$ cat config.mk
export PLATFORM = sky130hd
export DESIGN_NAME = bsram_seq
export DESIGN_NICKNAME = d
export VERILOG_FILES = /design/src/rtl/bsram_pkg.sv /design/src/rtl/bsram_fsm.sv /design/src/rtl/bsram_capture.sv /design/src/rtl/bsram_pins.sv /design/src/rtl/bsram_seq.sv
export SDC_FILE = /design/constraint.sdc
export NUM_CORES = 1
export LEC_CHECK = 0
export ABC_AREA = 1
export ABC_CLOCK_PERIOD_IN_PS = 2200
export BUFFER_PORTS_ARGS = -buffer_cell sky130_fd_sc_hd__clkbuf_2
export CAP_MARGIN = 40
export CORE_MARGIN = 2
export CORE_UTILIZATION = 50
export DETAILED_ROUTE_END_ITERATION = 6
export GPL_ROUTABILITY_DRIVEN = 0
export GPL_TIMING_DRIVEN = 0
export PLACE_DENSITY_LB_ADDON = 0.15
export RECOVER_POWER = 25
export SYNTH_ARGS = -nofsm -noshare
export SYNTH_HDL_FRONTEND = slang
export SYNTH_SLANG_ARGS = --single-unit
export TNS_END_PERCENT = 10
$ cat constraint.sdc
create_clock -name clk -period 2.2 [get_ports clk]
set_input_delay 0.44 -clock clk [delete_from_list [all_inputs] [get_ports clk]]
set_output_delay 0.44 -clock clk [all_outputs]
set_load 0.01 [all_outputs]
$ cat src/rtl/bsram_pkg.sv
package bsram_pkg;

  typedef enum logic [2:0] {
    SQ_IDLE  = 3'd0,
    SQ_SETUP = 3'd1,
    SQ_WAIT  = 3'd2,
    SQ_BEAT  = 3'd3,
    SQ_DESEL = 3'd4
  } sq_state_t;

  // Number of data beats one access moves.
  function automatic int unsigned beat_total(input logic burst, input int unsigned blen);
    return burst ? blen : 1;
  endfunction

  // The SRAM advances its internal address on every beat but the first.
  function automatic logic wants_advance(input sq_state_t st, input logic first_beat);
    return (st == SQ_BEAT) && !first_beat;
  endfunction

endpackage

$ cat src/rtl/bsram_fsm.sv
module bsram_fsm
  import bsram_pkg::*;
#(
  parameter int unsigned BURST_LEN = 4,
  parameter int unsigned WAIT_CYC  = 1,
  localparam int unsigned CW = $clog2(BURST_LEN + 1),
  localparam int unsigned WW = $clog2(WAIT_CYC + 1)
) (
  input  logic          clk,
  input  logic          rst_n,
  input  logic          start_i,
  input  logic          burst_i,
  output sq_state_t     state_o,
  output logic [CW-1:0] beat_o,
  output logic          burst_o,
  output logic          ev_accept_o,
  output logic          ev_last_beat_o
);

  sq_state_t     st, st_nx;
  logic [CW-1:0] beat;
  logic [WW-1:0] wcnt;
  logic          burst_q;
  logic          wait_done;

  assign ev_accept_o    = (st == SQ_IDLE) && start_i;
  assign wait_done      = (wcnt == WW'(WAIT_CYC - 1));
  assign ev_last_beat_o = (st == SQ_BEAT) &&
                          (beat == CW'(beat_total(burst_q, BURST_LEN) - 1));

  always_comb begin
    st_nx = st;
    unique case (st)
      SQ_IDLE:  if (start_i) st_nx = SQ_SETUP;
      SQ_SETUP: st_nx = SQ_WAIT;
      SQ_WAIT:  if (wait_done) st_nx = SQ_BEAT;
      SQ_BEAT:  if (ev_last_beat_o) st_nx = SQ_DESEL;
      SQ_DESEL: st_nx = SQ_IDLE;
      default:  st_nx = SQ_IDLE;
    endcase
  end

  always_ff @(posedge clk or negedge rst_n) begin
    if (!rst_n) begin
      st      <= SQ_IDLE;
      beat    <= '0;
      wcnt    <= '0;
      burst_q <= 1'b0;
    end else begin
      st <= st_nx;
      if (ev_accept_o) burst_q <= burst_i;
      if (st == SQ_SETUP) wcnt <= '0;
      else if (st == SQ_WAIT && !wait_done) wcnt <= wcnt + 1'b1;
      if (st == SQ_WAIT) beat <= '0;
      else if (st == SQ_BEAT && !ev_last_beat_o) beat <= beat + 1'b1;
    end
  end

  assign state_o = st;
  assign beat_o  = beat;
  assign burst_o = burst_q;

endmodule

$ cat src/rtl/bsram_capture.sv
module bsram_capture #(
  parameter int unsigned ADDR_W = 32,
  parameter int unsigned LANES  = 8,
  localparam int unsigned SH    = $clog2(LANES),
  localparam int unsigned SA_W  = ADDR_W - SH
) (
  input  logic              clk,
  input  logic              rst_n,
  input  logic              take_i,
  input  logic [ADDR_W-1:0] addr_i,
  input  logic              wr_i,
  input  logic [LANES-1:0]  be_i,
  output logic [SA_W-1:0]   word_o,
  output logic              wr_o,
  output logic [LANES-1:0]  be_o
);

  always_ff @(posedge clk or negedge rst_n) begin
    if (!rst_n) begin
      word_o <= '0;
      wr_o   <= 1'b0;
      be_o   <= '0;
    end else if (take_i) begin
      word_o <= addr_i[ADDR_W-1:SH];
      wr_o   <= wr_i;
      be_o   <= be_i;
    end
  end

endmodule

$ cat src/rtl/bsram_pins.sv
module bsram_pins
  import bsram_pkg::*;
#(
  parameter int unsigned LANES = 8,
  parameter int unsigned CW    = 3
) (
  input  sq_state_t        state_i,
  input  logic [CW-1:0]    beat_i,
  input  logic             burst_i,
  input  logic             wr_i,
  input  logic [LANES-1:0] be_i,
  output logic             ads_n_o,
  output logic             ce_n_o,
  output logic             oe_n_o,
  output logic [LANES-1:0] bwe_n_o,
  output logic             adv_n_o,
  output logic             ack_o
);

  function automatic logic [LANES-1:0] lane_strobes(input logic active, input logic burst,
                                                    input logic [LANES-1:0] be);
    if (!active) return '1;
    return burst ? '0 : ~be;
  endfunction

  logic in_beat, in_flight;

  assign in_beat   = (state_i == SQ_BEAT);
  assign in_flight = (state_i == SQ_SETUP) || (state_i == SQ_WAIT) || in_beat;

  assign ads_n_o = !((state_i == SQ_SETUP) || (state_i == SQ_DESEL));
  assign ce_n_o  = !in_flight;
  assign oe_n_o  = !(!wr_i && ((state_i == SQ_WAIT) || in_beat));
  assign bwe_n_o = lane_strobes(wr_i && in_beat, burst_i, be_i);
  assign adv_n_o = !wants_advance(state_i, beat_i == '0);
  assign ack_o   = in_beat;

endmodule

$ cat src/rtl/bsram_seq.sv
module bsram_seq
  import bsram_pkg::*;
#(
  parameter int unsigned ADDR_W    = 32,
  parameter int unsigned LANES     = 8,
  parameter int unsigned BURST_LEN = 4,
  parameter int unsigned WAIT_CYC  = 1,
  localparam int unsigned SA_W     = ADDR_W - $clog2(LANES),
  localparam int unsigned CW       = $clog2(BURST_LEN + 1)
) (
  input  logic              clk,
  input  logic              rst_n,
  input  logic              start_i,
  input  logic [ADDR_W-1:0] addr_i,
  input  logic              wr_i,
  input  logic              burst_i,
  input  logic [LANES-1:0]  be_i,
  output logic [SA_W-1:0]   sram_a_o,
  output logic              sram_ads_n_o,
  output logic              sram_ce_n_o,
  output logic              sram_oe_n_o,
  output logic [LANES-1:0]  sram_bwe_n_o,
  output logic              sram_adv_n_o,
  output logic              ack_o
);

  sq_state_t        st;
  logic [CW-1:0]    beat_idx;
  logic             burst_q, wr_q;
  logic [LANES-1:0] be_q;
  logic             ev_accept, ev_last_beat;

  bsram_fsm #(.BURST_LEN(BURST_LEN), .WAIT_CYC(WAIT_CYC)) u_fsm (
    .clk            (clk),
    .rst_n          (rst_n),
    .start_i        (start_i),
    .burst_i        (burst_i),
    .state_o        (st),
    .beat_o         (beat_idx),
    .burst_o        (burst_q),
    .ev_accept_o    (ev_accept),
    .ev_last_beat_o (ev_last_beat)
  );

  bsram_capture #(.ADDR_W(ADDR_W), .LANES(LANES)) u_cap (
    .clk    (clk),
    .rst_n  (rst_n),
    .take_i (ev_accept),
    .addr_i (addr_i),
    .wr_i   (wr_i),
    .be_i   (be_i),
    .word_o (sram_a_o),
    .wr_o   (wr_q),
    .be_o   (be_q)
  );

  bsram_pins #(.LANES(LANES), .CW(CW)) u_pins (
    .state_i (st),
    .beat_i  (beat_idx),
    .burst_i (burst_q),
    .wr_i    (wr_q),
    .be_i    (be_q),
    .ads_n_o (sram_ads_n_o),
    .ce_n_o  (sram_ce_n_o),
    .oe_n_o  (sram_oe_n_o),
    .bwe_n_o (sram_bwe_n_o),
    .adv_n_o (sram_adv_n_o),
    .ack_o   (ack_o)
  );

endmodule

After elaboration in Yosys (flattened, before gate mapping)
Index checks and enable logic that the tools add are counted.
{"block": "word_totals", "regBits": 46, "output_inout_bits": 42}
{"block": "classes", "n_addsub": 3, "eq_ne": 8, "n_mux": 11, "n_bitwise": 1, "reduce_logical": 23}
{"op": "$mux W3", "count": 6}
{"op": "$mux W8", "count": 2}
{"op": "$pmux W3 S4", "count": 1}
{"op": "$not A8 Y8", "count": 1}
{"op": "$logic_and A1 B1 Y1", "count": 7}
{"op": "$logic_not A1 Y1", "count": 7}
{"op": "$eq A3 B2 Y1 const B", "count": 2}
{"op": "$logic_not A3 Y1", "count": 2}
{"op": "$ne A2 B2 Y1 const B", "count": 3}
{"op": "$logic_or A1 B1 Y1", "count": 4}
{"op": "$reduce_bool A2 Y1", "count": 2}
{"op": "$add A3 B1 Y3 const B", "count": 1}
{"op": "$eq A3 B1 Y1 const B", "count": 1}
{"op": "$eq A3 B3 Y1", "count": 1}
{"op": "$eq A3 B3 Y1 const B", "count": 1}
{"op": "$reduce_and A3 Y1", "count": 1}
{"op": "$sub A3 B1 Y3 const B", "count": 1}
{"op": "$mux W1", "count": 2}
{"op": "$add A1 B1 Y1 const B", "count": 1}

Depth between registers and ports, before layout
Gate-level depths: netlist of run 1.
{"block": "logic_depth", "word_depth": 8, "ltp_mapped": 8}

Modules after synthesis
From an unflattened synthesis of run 1, not the netlist that was laid out.
{"block": "unflattened", "hier_cells": 254, "hier_area_um2": 2067.0}
{"module": "bsram_capture", "n_inst": 1, "cells_per_inst": 161, "area_per_inst_um2": 1452.6, "seq_area_each_um2": 950.9}
{"module": "bsram_fsm", "n_inst": 1, "cells_per_inst": 52, "area_per_inst_um2": 435.4, "seq_area_each_um2": 200.2}
{"module": "bsram_pins", "n_inst": 1, "cells_per_inst": 41, "area_per_inst_um2": 178.9, "seq_area_each_um2": 0.0}

Worst setup path after synthesis of run 1
No wires, ideal clock.
{"block": "synth_timing", "path_kind": "reg2out", "startpoint": "register u_fsm.st[2], in the netlist u_fsm.state_o[2]", "endpoint": "output port sram_bwe_n_o[0]", "arrival_time_ns": 1.159, "required_ns": 1.760, "path_slack_ns": 0.601, "path_stages_with_launch": 5, "n_path_buf": 0, "cell_sequence": "dfrtp_1 nor3_4 inv_2 nor2_4 o21ai_0"}
{"block": "synth_via", "elab_chain_cells": 3}
{"item": "start: declaration", "line_no": "bsram_fsm.sv:20", "text": "sq_state_t st, st_nx;"}
{"item": "start signal: assignment", "line_no": "bsram_fsm.sv:50", "text": "st <= st_nx;"}
{"item": "$eq A3 B2 Y1", "line_no": "bsram_pins.sv:28", "text": "assign in_beat = (state_i == SQ_BEAT);"}
{"item": "net ack_o", "line_no": "bsram_seq.sv:24", "text": "output logic ack_o"}
{"item": "$logic_and A1 B1 Y1", "line_no": "bsram_pins.sv:34", "text": "assign bwe_n_o = lane_strobes(wr_i && in_beat, burst_i, be_i);"}
{"item": "$mux W8", "line_no": "bsram_pins.sv:23", "text": "return burst ? '0 : ~be;"}
{"item": "end: declaration", "line_no": "bsram_seq.sv:22", "text": "output logic [LANES-1:0] sram_bwe_n_o,"}
The timed path passes the listed nets, and every way through them passes these cells.

Final worst setup path of run 1
{"block": "layout_timing", "startpoint": "register u_fsm.st[0], in the netlist u_fsm.state_o[0]", "endpoint": "output port sram_bwe_n_o[6]"}
{"block": "layout_via", "elab_chain_cells": 3}
{"item": "$eq A3 B2 Y1", "line_no": "bsram_pins.sv:28"}
{"item": "$logic_and A1 B1 Y1", "line_no": "bsram_pins.sv:34"}
{"item": "$mux W8", "line_no": "bsram_pins.sv:23"}
No other way between the ends.

==> flow_summary_export.csv, run 1 <==
group,metric,value,unit
status,status,"finished, final reports clean",
timing,setup_viol,0,
floorplan,dieArea,4534,sq um
cts,clockBufferDepth,2,
global_route,antenna_found_initial,0,
floorplan,ios,87,
routing,num_vias,1743,
routing,wl,4299,microns
cts,cts_buffers,5,
logic_synthesis,syn-num-nets,277,
placement,post-place-ws,0.4060,ns
setup_path,crit_fanout,8,
logic_synthesis,netlist_top_cells_area,"dfrtp_1 57%, o21ai_0 10%, nand2_1 9.7%",
cts,ctsHtreeMaxLevel,2,
flow_run,maxCapViolCount,0,
timing,worst_pin_slew,1.142,ns
pwr,ir_drop,0.0007486,V
cells_and_area,drive_above_1_share,0.3190,
cts,ctsHoldBuffers,0,
routing,viasPerCell,4.636,
cts,clk_pin_slew,0.08,ns
setup_path,cp-end-kind,"output pin",
timing,fin_skew,0.003768,ns
logic_synthesis,async_flop_share,1.000,
timing,fin_crit_sh,0.9444,
floorplan,die_h,67.34,microns
logic_synthesis,synth_cell_types,23,
cts,insertion_delay,0.29,ns
logic_synthesis,ys_seq_area_frac,0.5739,
logic_synthesis,syn_area,2006,sq um
floorplan,core-area,3943,sq um
routing,ant_nets,0,
cells_and_area,nFillCells,364,
logic_synthesis,yosysTopAreaCell,"dfrtp_1",
routing,drc,0,
timing,hold_viol_final,0,
worst_hold_path,worstHoldPathType,"in2async",
timing,finalMaxSlewViolations,0,
timing,timing.slew.headroom,0.2387,
logic_synthesis,synth_top_area_share,0.5739,
setup_path,cp-start-kind,"flip-flop",
logic_synthesis,ys_ff_latch,46,
routing,first_iter_violations,54,
logic_synthesis,synth_edf_count,0,
logic_synthesis,avgSynthCellArea,8.720,sq um
global_route,grt_max_degree,26,
global_route,overflow,0,
pwr,p_leak,1.533,nW
floorplan,initial_core_util,0.5087,
floorplan,num_rows,23,
setup_path,critPathArrivalTime,1.64,ns
cells_and_area,multi_input_area,616.8,sq um
cells_and_area,diodes,0,
pwr,pwr_density_cell,1378,nW/um^2
cells_and_area,area_growth_syn_to_layout,31.00,%
routing,wl_per_cell,11.43,microns
logic_synthesis,ys.flop_type,"dfrtp_1",
cells_and_area,fin_nets,372,
timing,layout_min_cycle_time,2.078,ns
setup_path,criticalPathCategory,"reg2out",
placement,numPortBuffers,83,
logic_synthesis,synthTopCellsByCount,"52 x nand2_1, 47 x inv_1, 46 x dfrtp_1",
placement,dp_hpwl,3217,microns
logic_synthesis,synth_cells,230,
global_route,track_usage,0.1938,
setup_path,worstPathRequired,1.76,ns
cts,cts.sinks,46,
logic_synthesis,yosysMostFrequentCell,"nand2_1",
cells_and_area,regArea,1151,sq um
cts,cts_tree,"yes",
routing,drtPass1Iterations,4,
timing,grt_setup_unrepaired,"no",
global_route,grt_pass1_wl,6479,microns
logic_synthesis,ys_warn_count,0,
global_route,grt_pass1_vias,1534,
cts,cts_root_buffer,"clkbuf_8",
timing,post-route-worst-setup-slack,0.1224,ns
timing,fin_tns_setup,0,ns
timing,clock.fmax,0.4813,GHz
floorplan,die_w,67.34,microns
[sequential cells by signal, indices dropped and copies added, names as in the netlist]
signal and cells:
u_cap.be_o 8, u_fsm.state_o 3, u_cap.word_o 29, u_fsm.wcnt 1, u_fsm.burst_o 1, u_cap.wr_o 1
u_fsm.beat_o 3
[repair_timing]
item,4_1_cts,5_1_grt
setup endpoints to repair,0,8
setup buffers,0,4
hold endpoints to repair,0,0
gates resized for setup,0,0
[kinds of logic (layout without fill, tap and decap cells)]
family                   Yosys count  after routing  share of synthesized area
AND/OR/NAND/NOR                   73             73                     0.1634
buffers and inverters             58            154                     0.1185
AO/OA/AOI/OAI                     50             50                     0.1273
flip-flops                        46             46                     0.5739
adder cells (fa/ha/maj)            2              2                    0.01247
XOR/XNOR                           1              1                   0.004368
[final timing paths]
check                           slack, ns  cells after the start                to              from
max in group asynchronous            0.65                      2   u_fsm.beat_o[1]             rst_n
worst max register to register       0.81                      6  u_cap.word_o[13]  u_fsm.state_o[2]
worst min register to register       0.49                      2     u_cap.be_o[3]     u_cap.be_o[3]
min in group clk                     0.35                      3   u_cap.word_o[8]        addr_i[11]
worst max-delay path                 0.12                      6   sram_bwe_n_o[6]  u_fsm.state_o[0]
worst min-delay path                 0.34                      1  u_cap.word_o[28]             rst_n
[placed cells by master (no fill, tap or decap), types with 4 or more instances in the layout]
cell / netlist / final
clkbuf_2: 0 / 83
nand2_1: 52 / 52
inv_1: 47 / 47
dfrtp_1: 46 / 46
o21ai_0: 41 / 41
nand3_1: 10 / 10
clkbuf_1: 5 / 7
buf_4: 1 / 5
o21ai_1: 5 / 5
clkbuf_8: 0 / 5
nor2_1: 4 / 4
[where the power goes]
group          switching [mW]  total, mW  internal [mW]
logic                   0.925       1.55          0.629
clock network           0.272      0.611          0.339
registers               0.227       1.45           1.23
total                    1.42       3.62           2.20
[metal layers]
metal  track usage  wire length [microns]  vias up
met5             0                      0        -
met4       0.08673                     62        0
met3       0.04500                    248        7
met2        0.3082                   2048       52
met1        0.2536                   1940      788
li1              -                      -      896
[critical path: stages (launching register included)]
cell and delay [ns]:
dfrtp_1 0.41, inv_1 0.10, nor3_4 0.29, inv_2 0.10
nor2_4 0.17, o21ai_0 0.13, clkbuf_2 0.15
[cell type report]
cell class                 instances  area share
multi-input combinational        126      0.2348
inverter                          49     0.07000
sequential                        46      0.4381
clock inverter                     2     0.01429
timing repair buffer              88      0.1710
clock buffer                       6     0.02762
tap                               50     0.02381
buffer                             9     0.02048
[through the flow]
step	instance area (sq um)	util	total power, mW	instances	hold slack (ns)
floorplan	2006	-	2.360	230	0.1444
global placement	2484	0.6300	2.924	363	0.4612
detailed placement	2504	0.6350	2.987	364	0.4560
CTS	2614	0.6630	3.600	372	0.1343
global route	2628	0.6665	3.932	376	0.3519
finish	2628	0.6665	3.620	376	0.3448
(Power assumes the default switching activity.)
==> run 2, diff against run 1 <==
--- a/config.mk
+++ b/config.mk
@@ -7,7 +7,7 @@
 export LEC_CHECK = 0
 export ABC_AREA = 1
 export ABC_CLOCK_PERIOD_IN_PS = 2200
-export BUFFER_PORTS_ARGS = -buffer_cell sky130_fd_sc_hd__clkbuf_2
+export BUFFER_PORTS_ARGS = -buffer_cell sky130_fd_sc_hd__buf_4
 export CAP_MARGIN = 40
 export CORE_MARGIN = 2
 export CORE_UTILIZATION = 50
==> run 2 against run 1 <==
Against the previous run: sequential share of layout area down 2.9 points; clock power down 15%; final area up 7.3%; highest routed layer unchanged; via count up 0.57%; fmax up 1.2%; clock skew up 0.0062 ns; largest cell class unchanged; worst hold slack better by 0.0051 ns.
==> flow_summary_export.csv, run 2 (synthesis results as in run 1) <==
group,metric,value,unit
timing,fin_tns_setup,0,ns
worst_hold_path,worstHoldPathType,"in2async",
routing,viasPerCell,4.662,
floorplan,ios,87,
cts,ctsHtreeMaxLevel,2,
floorplan,num_rows,23,
cells_and_area,largest_reg_flops,29,
setup_path,path_delay_family,"simple AND/OR/NAND/NOR gates",
timing,fin_skew,0.009995,ns
pwr,p_leak,1.584,nW
floorplan,core-area,3943,sq um
timing,setup_viol,0,
setup_path,max_stage_delay,0.45,ns
timing,grt_setup_unrepaired,"no",
cells_and_area,fin_util,0.7150,
routing,wl_per_cell,11.59,microns
placement,post-place-ws,0.3604,ns
cells_and_area,layout_commonest_cell,"buf_4",
cells_and_area,mostFrequentLayoutCells,"88 x buf_4, 52 x nand2_1, 47 x inv_1, 45 x dfrtp_1, 41 x o21ai_0",
cts,ctsHoldBuffers,0,
setup_path,r2r-end,"u_cap.word_o[19]",
timing,timing.slew.headroom,0.2506,
setup_path,reg2reg_slack,0.79,ns
global_route,grt_max_degree,47,
setup_path,r2r-start,"u_fsm.state_o[0]",
cts,cts.sinks,46,
routing,ant_nets,0,
placement,place_area,2691,sq um
cells_and_area,fin_nets,372,
floorplan,initial_core_util,0.5087,
status,status,"finished, final reports clean",
pwr,fin_total_pwr,3.744,mW
setup_path,endpoint,"sram_bwe_n_o[1]",
setup_path,critPathArrivalTime,1.61,ns
timing,layout_min_cycle_time,2.053,ns
timing,finalMaxSlewViolations,0,
global_route,track_usage,0.1965,
setup_path,crit_fanout,8,
setup_path,critical_path_depth,5,
timing,worst_pin_slew,1.124,ns
cts,clk_pin_slew,0.08,ns
timing,clock.fmax,0.4871,GHz
floorplan,die_w,67.34,microns
placement,dp_hpwl,3164,microns
cells_and_area,diodes,0,
routing,first_iter_violations,121,
cts,clockBufferDepth,2,
setup_path,worst_path_max_delay_cell,"dfrtp_2",
cts,cts_root_buffer,"clkbuf_8",
setup_path,criticalPathCategory,"reg2out",
global_route,overflow,0,
global_route,grt_pass1_vias,1507,
cells_and_area,drive_above_1_share,0.3252,
setup_path,worstPathRequired,1.76,ns
cells_and_area,top_regs,"u_cap.word_o x29, u_cap.be_o x8",
setup_path,cp-end-kind,"output pin",
global_route,grt_pass1_wl,6658,microns
timing,post-route-worst-setup-slack,0.1471,ns
setup_path,cp-start-kind,"flip-flop",
pwr,ir_drop,0.0006605,V
floorplan,dieArea,4534,sq um
cells_and_area,area_growth_syn_to_layout,40.55,%
setup_path,r2r_cells,7,
cts,insertion_delay,0.30,ns
routing,drtPass1Iterations,4,
cts,cts_buffers,5,
setup_path,crit_chain,"nor3_4, inv_2, nor2_4, o21ai_0, buf_4",
routing,wl,4357,microns
flow_run,maxCapViolCount,0,
timing,hold_viol_final,0,
setup_path,critPathLaunch,"u_fsm.state_o[2]",
cells_and_area,fin_area,2819,sq um
routing,num_vias,1753,
placement,numPortBuffers,83,
timing,fin_crit_sh,0.9331,
cts,cts_tree,"yes",
setup_path,crit_buf_inv,2,
routing,drc,0,
floorplan,die_h,67.34,microns
global_route,antenna_found_initial,0,
cells_and_area,largest_register,"u_cap.word_o",
cells_and_area,nFillCells,348,
pwr,pwr_density_cell,1328,nW/um^2
-- run 2: cell types whose count changed in the layout (fill, tap and decap cells not counted) --
cell,previous run,this run
buf_4,5,88
clkbuf_2,83,1
bufinv_16,1,0
clkbuf_1,7,6
clkbuf_8,5,6
clkinv_2,0,1
clkinvlp_4,1,0
dfrtp_1,46,45
dfrtp_2,0,1
-- run 2: final cells by class --
class                      count  area (sq um)  share of cell area
timing repair buffer          88         658.1              0.2335
inverter                      49         183.9             0.06525
clock inverter                 1         5.005            0.001775
sequential                    46          1152              0.4088
clock buffer                   7         86.33             0.03063
tap                           50         62.56             0.02219
buffer                         9         53.80             0.01909
multi-input combinational    126         616.8              0.2188
-- run 2: worst register-to-register path: stages, from the launching register on --
cell and delay, ns:
dfrtp_1 0.38, buf_4 0.14, nor2_4 0.12, nand3_2 0.14, buf_4 0.21, buf_6 0.15
nand2_1 0.05, o21ai_0 0.08
-- run 2: where the power goes --
group	switching, mW	internal, mW	total [mW]
clock network	0.266	0.254	0.520
registers	0.212	1.23	1.44
logic	0.935	0.849	1.78
total	1.41	2.33	3.74
-- run 2: how the worst min path moves through the flow --
stage,endpoint,depth (start not counted),start,slack [ns]
2_1_floorplan,u_cap.be_o[0],0,rst_n,0.14
3_3_place_gp,u_cap.be_o[2],2,u_cap.be_o[2],0.46
3_5_place_dp,u_cap.be_o[3],2,u_cap.be_o[3],0.47
4_1_cts,u_fsm.wcnt,1,rst_n,0.15
5_1_grt,u_cap.word_o[6],3,addr_i[9],0.38
6_report,u_cap.word_o[15],1,rst_n,0.35
-- run 2: per-layer routing --
metal  vias up  global-route usage  routed length [microns]
li1        894                   -                        -
met1       798              0.2514                     1964
met2        53              0.3094                     2019
met3         8             0.06000                      318
met4         0             0.08418                       55
met5         -                   0                        0
-- run 2: through the flow --
stage                     hold slack [ns]  cells
after floorplan                    0.1444    230
after global placement             0.4596    363
after detailed placement           0.4672    363
after CTS                          0.1509    371
after global routing               0.3829    376
final                              0.3499    376
-- run 2: what timing repair did --
action                                  4_1_cts  5_1_grt
endpoints found under the setup margin        0        8
buffers inserted                              0        5
gates resized for setup                       0        1
==> run 3, diff against run 2 <==
--- a/config.mk
+++ b/config.mk
@@ -9,6 +9,7 @@
 export ABC_CLOCK_PERIOD_IN_PS = 2200
 export BUFFER_PORTS_ARGS = -buffer_cell sky130_fd_sc_hd__buf_4
 export CAP_MARGIN = 40
+export CORE_ASPECT_RATIO = 0.6
 export CORE_MARGIN = 2
 export CORE_UTILIZATION = 50
 export DETAILED_ROUTE_END_ITERATION = 6
==> run 3 against run 2 <==
Against the previous run: sequential power is essentially flat; largest power group unchanged; combinational power shrank 2%; sequential share of layout area grew 0.50 points; largest cell class unchanged; the run now ends with design-rule violations left; sequential cell count is the same.
==> flow_summary_export.csv, run 3 (synthesis results as in run 1) <==
group,metric,value,unit
routing,num_vias,1762,
setup_path,crit_chain,"inv_1, nor3_4, inv_2, nor2_4, o21ai_0, buf_4",
routing,met1_length,2077,microns
global_route,overflow,0,
cells_and_area,drive_above_1_share,0.3168,
placement,dp_cells,360,
placement,place_area,2688,sq um
routing,dr_wl_met3,469,microns
floorplan,num_rows,17,
cells_and_area,area_growth_syn_to_layout,38.86,%
timing,setup_viol,0,
cells_and_area,diodes,0,
timing,timing.slew.headroom,0.2564,
pwr,p_clk_frac,0.142,
floorplan,initial_core_util,0.5327,
pwr,power.net_switching,1.443,mW
pwr,fin_total_pwr,3.733,mW
floorplan,dieArea,4551,sq um
cts,insertion_delay,0.31,ns
setup_path,path_delay_family,"flip-flops",
setup_path,crit_fanout,8,
routing,ant_nets,0,
floorplan,core-area,3765,sq um
status,status,"complete, but fails checks",
timing,fin_crit_sh,0.9371,
routing,wl,4587,microns
worst_hold_path,worstHoldPathType,"in2async",
cts,cts_root_buffer,"clkbuf_8",
pwr,seqPwrFrac,0.392,
setup_path,critPathLaunch,"u_fsm.state_o[0]",
cells_and_area,nFillCells,323,
cts,clk_pin_slew,0.08,ns
routing,first_iter_violations,97,
placement,dp_hpwl,3452,microns
cts,ctsHtreeMaxLevel,2,
pwr,switching_share,0.3865,
global_route,grt_max_degree,47,
floorplan,die_w,85.77,microns
floorplan,ios,87,
placement,numPortBuffers,83,
timing,layout_min_cycle_time,2.062,ns
cts,cts_tree,"yes",
routing,dr_wl_met2,1991,microns
setup_path,critPathArrivalTime,1.62,ns
pwr,ir_drop,0.0007384,V
cts,ctsHoldBuffers,0,
routing,wl_per_cell,12.43,microns
global_route,grt_pass1_wl,7790,microns
setup_path,cp-end-kind,"output pin",
global_route,grt_pass1_vias,1691,
timing,finalMaxSlewViolations,0,
setup_path,worstPathRequired,1.76,ns
global_route,antenna_found_initial,0,
cts,clockBufferDepth,2,
global_route,track_usage,0.2302,
flow_run,maxCapViolCount,0,
cells_and_area,fin_area,2785,sq um
timing,fin_skew,0.005776,ns
pwr,p_leak,1.567,nW
timing,worst_pin_slew,1.115,ns
floorplan,die_h,53.06,microns
status,violations,"design-rule violations",
cells_and_area,top_regs,"u_cap.word_o x29, u_cap.be_o x8",
timing,holdWs,0.3351,ns
routing,drc,5,
routing,viasPerCell,4.775,
pwr,p_int,2.290,mW
setup_path,r2r-start,"u_fsm.state_o[2]",
cts,cts_buffers,5,
timing,grt_setup_unrepaired,"no",
cells_and_area,fin_nets,368,
routing,drtPass1Iterations,7,
setup_path,cp-start-kind,"flip-flop",
setup_path,crit_buf_inv,3,
cells_and_area,fin_cells,369,
setup_path,max_stage_delay,0.42,ns
cells_and_area,largest_reg_flops,29,
setup_path,criticalPathCategory,"reg2out",
routing,highest_layer,"met4",
pwr,combPwrFrac,0.466,
cells_and_area,layout_commonest_cell,"buf_4",
cells_and_area,largest_register,"u_cap.word_o",
timing,hold_viol_final,0,
setup_path,worst_path_max_delay_cell,"dfrtp_2",
timing,clock.fmax,0.4850,GHz
cts,cts.sinks,46,
pwr,pwr_density_cell,1340,nW/um^2
cells_and_area,mostFrequentLayoutCells,"84 x buf_4, 52 x nand2_1, 47 x inv_1, 45 x dfrtp_1, 41 x o21ai_0",
timing,fin_tns_setup,0,ns
==> run 3: cell count changes in the layout (fill, tap and decap cells not counted), sizes merged <==
cell | before | now
buf | 91 | 87
==> run 3: final timing paths <==
path                       slack [ns]  cells past startpoint               end
max                              0.14                      6   sram_bwe_n_o[1]
min                              0.34                      1  u_cap.word_o[10]
max reg2reg                      0.83                      6  u_cap.word_o[16]
min reg2reg                      0.49                      2     u_cap.be_o[7]
max in group asynchronous        1.11                      1  u_fsm.state_o[0]
min in group clk                 0.38                      3  u_cap.word_o[10]
==> run 3: cell type report <==
type	count	area (sq um)	area share
plain buffers	9	53.80	0.01932
clock buffers	7	86.33	0.03100
clock inverters	1	5.005	0.001797
inverters	49	183.9	0.06604
multi-input cells	126	616.8	0.2215
flip-flops and latches	46	1152	0.4137
well taps	47	58.81	0.02111
repair buffers	84	628.1	0.2255
==> run 3: stage by stage <==
| stage | utilization | setup slack, ns |
|---|---|---|
| global placement | 0.7139 | 0.3756 |
| global route | 0.7398 | 0.04409 |
| finish | 0.7398 | 0.1383 |
| floorplan | - | 0.6007 |
| CTS | 0.7401 | 0.09747 |
| detailed placement | 0.7139 | 0.3415 |
==> run 3: power groups by stage <==
stage / Clock (mW) / Sequential [mW] / Combinational [mW]
after CTS: 0.539 / 1.46 / 1.76
after global placement: 0 / 1.46 / 1.70
final: 0.531 / 1.46 / 1.74
after floorplan: 0 / 1.55 / 0.806
after detailed placement: 0 / 1.46 / 1.75
after global routing: 0.575 / 1.51 / 1.95
==> run 3: layer usage <==
metal  vias up  GRT usage
met4         0    0.09788
met5         -          0
met2        76     0.3477
met1       797     0.2939
met3         4    0.09672
li1        885          -
==> run 3: timing repair <==
action | 4_1_cts | 5_1_grt
hold endpoints to repair | 0 | 0
setup endpoints to repair | 1 | 2
cloned | 0 | 0
resized for setup | 0 | 1
pin swaps | 1 | 0
setup buffers | 1 | 0
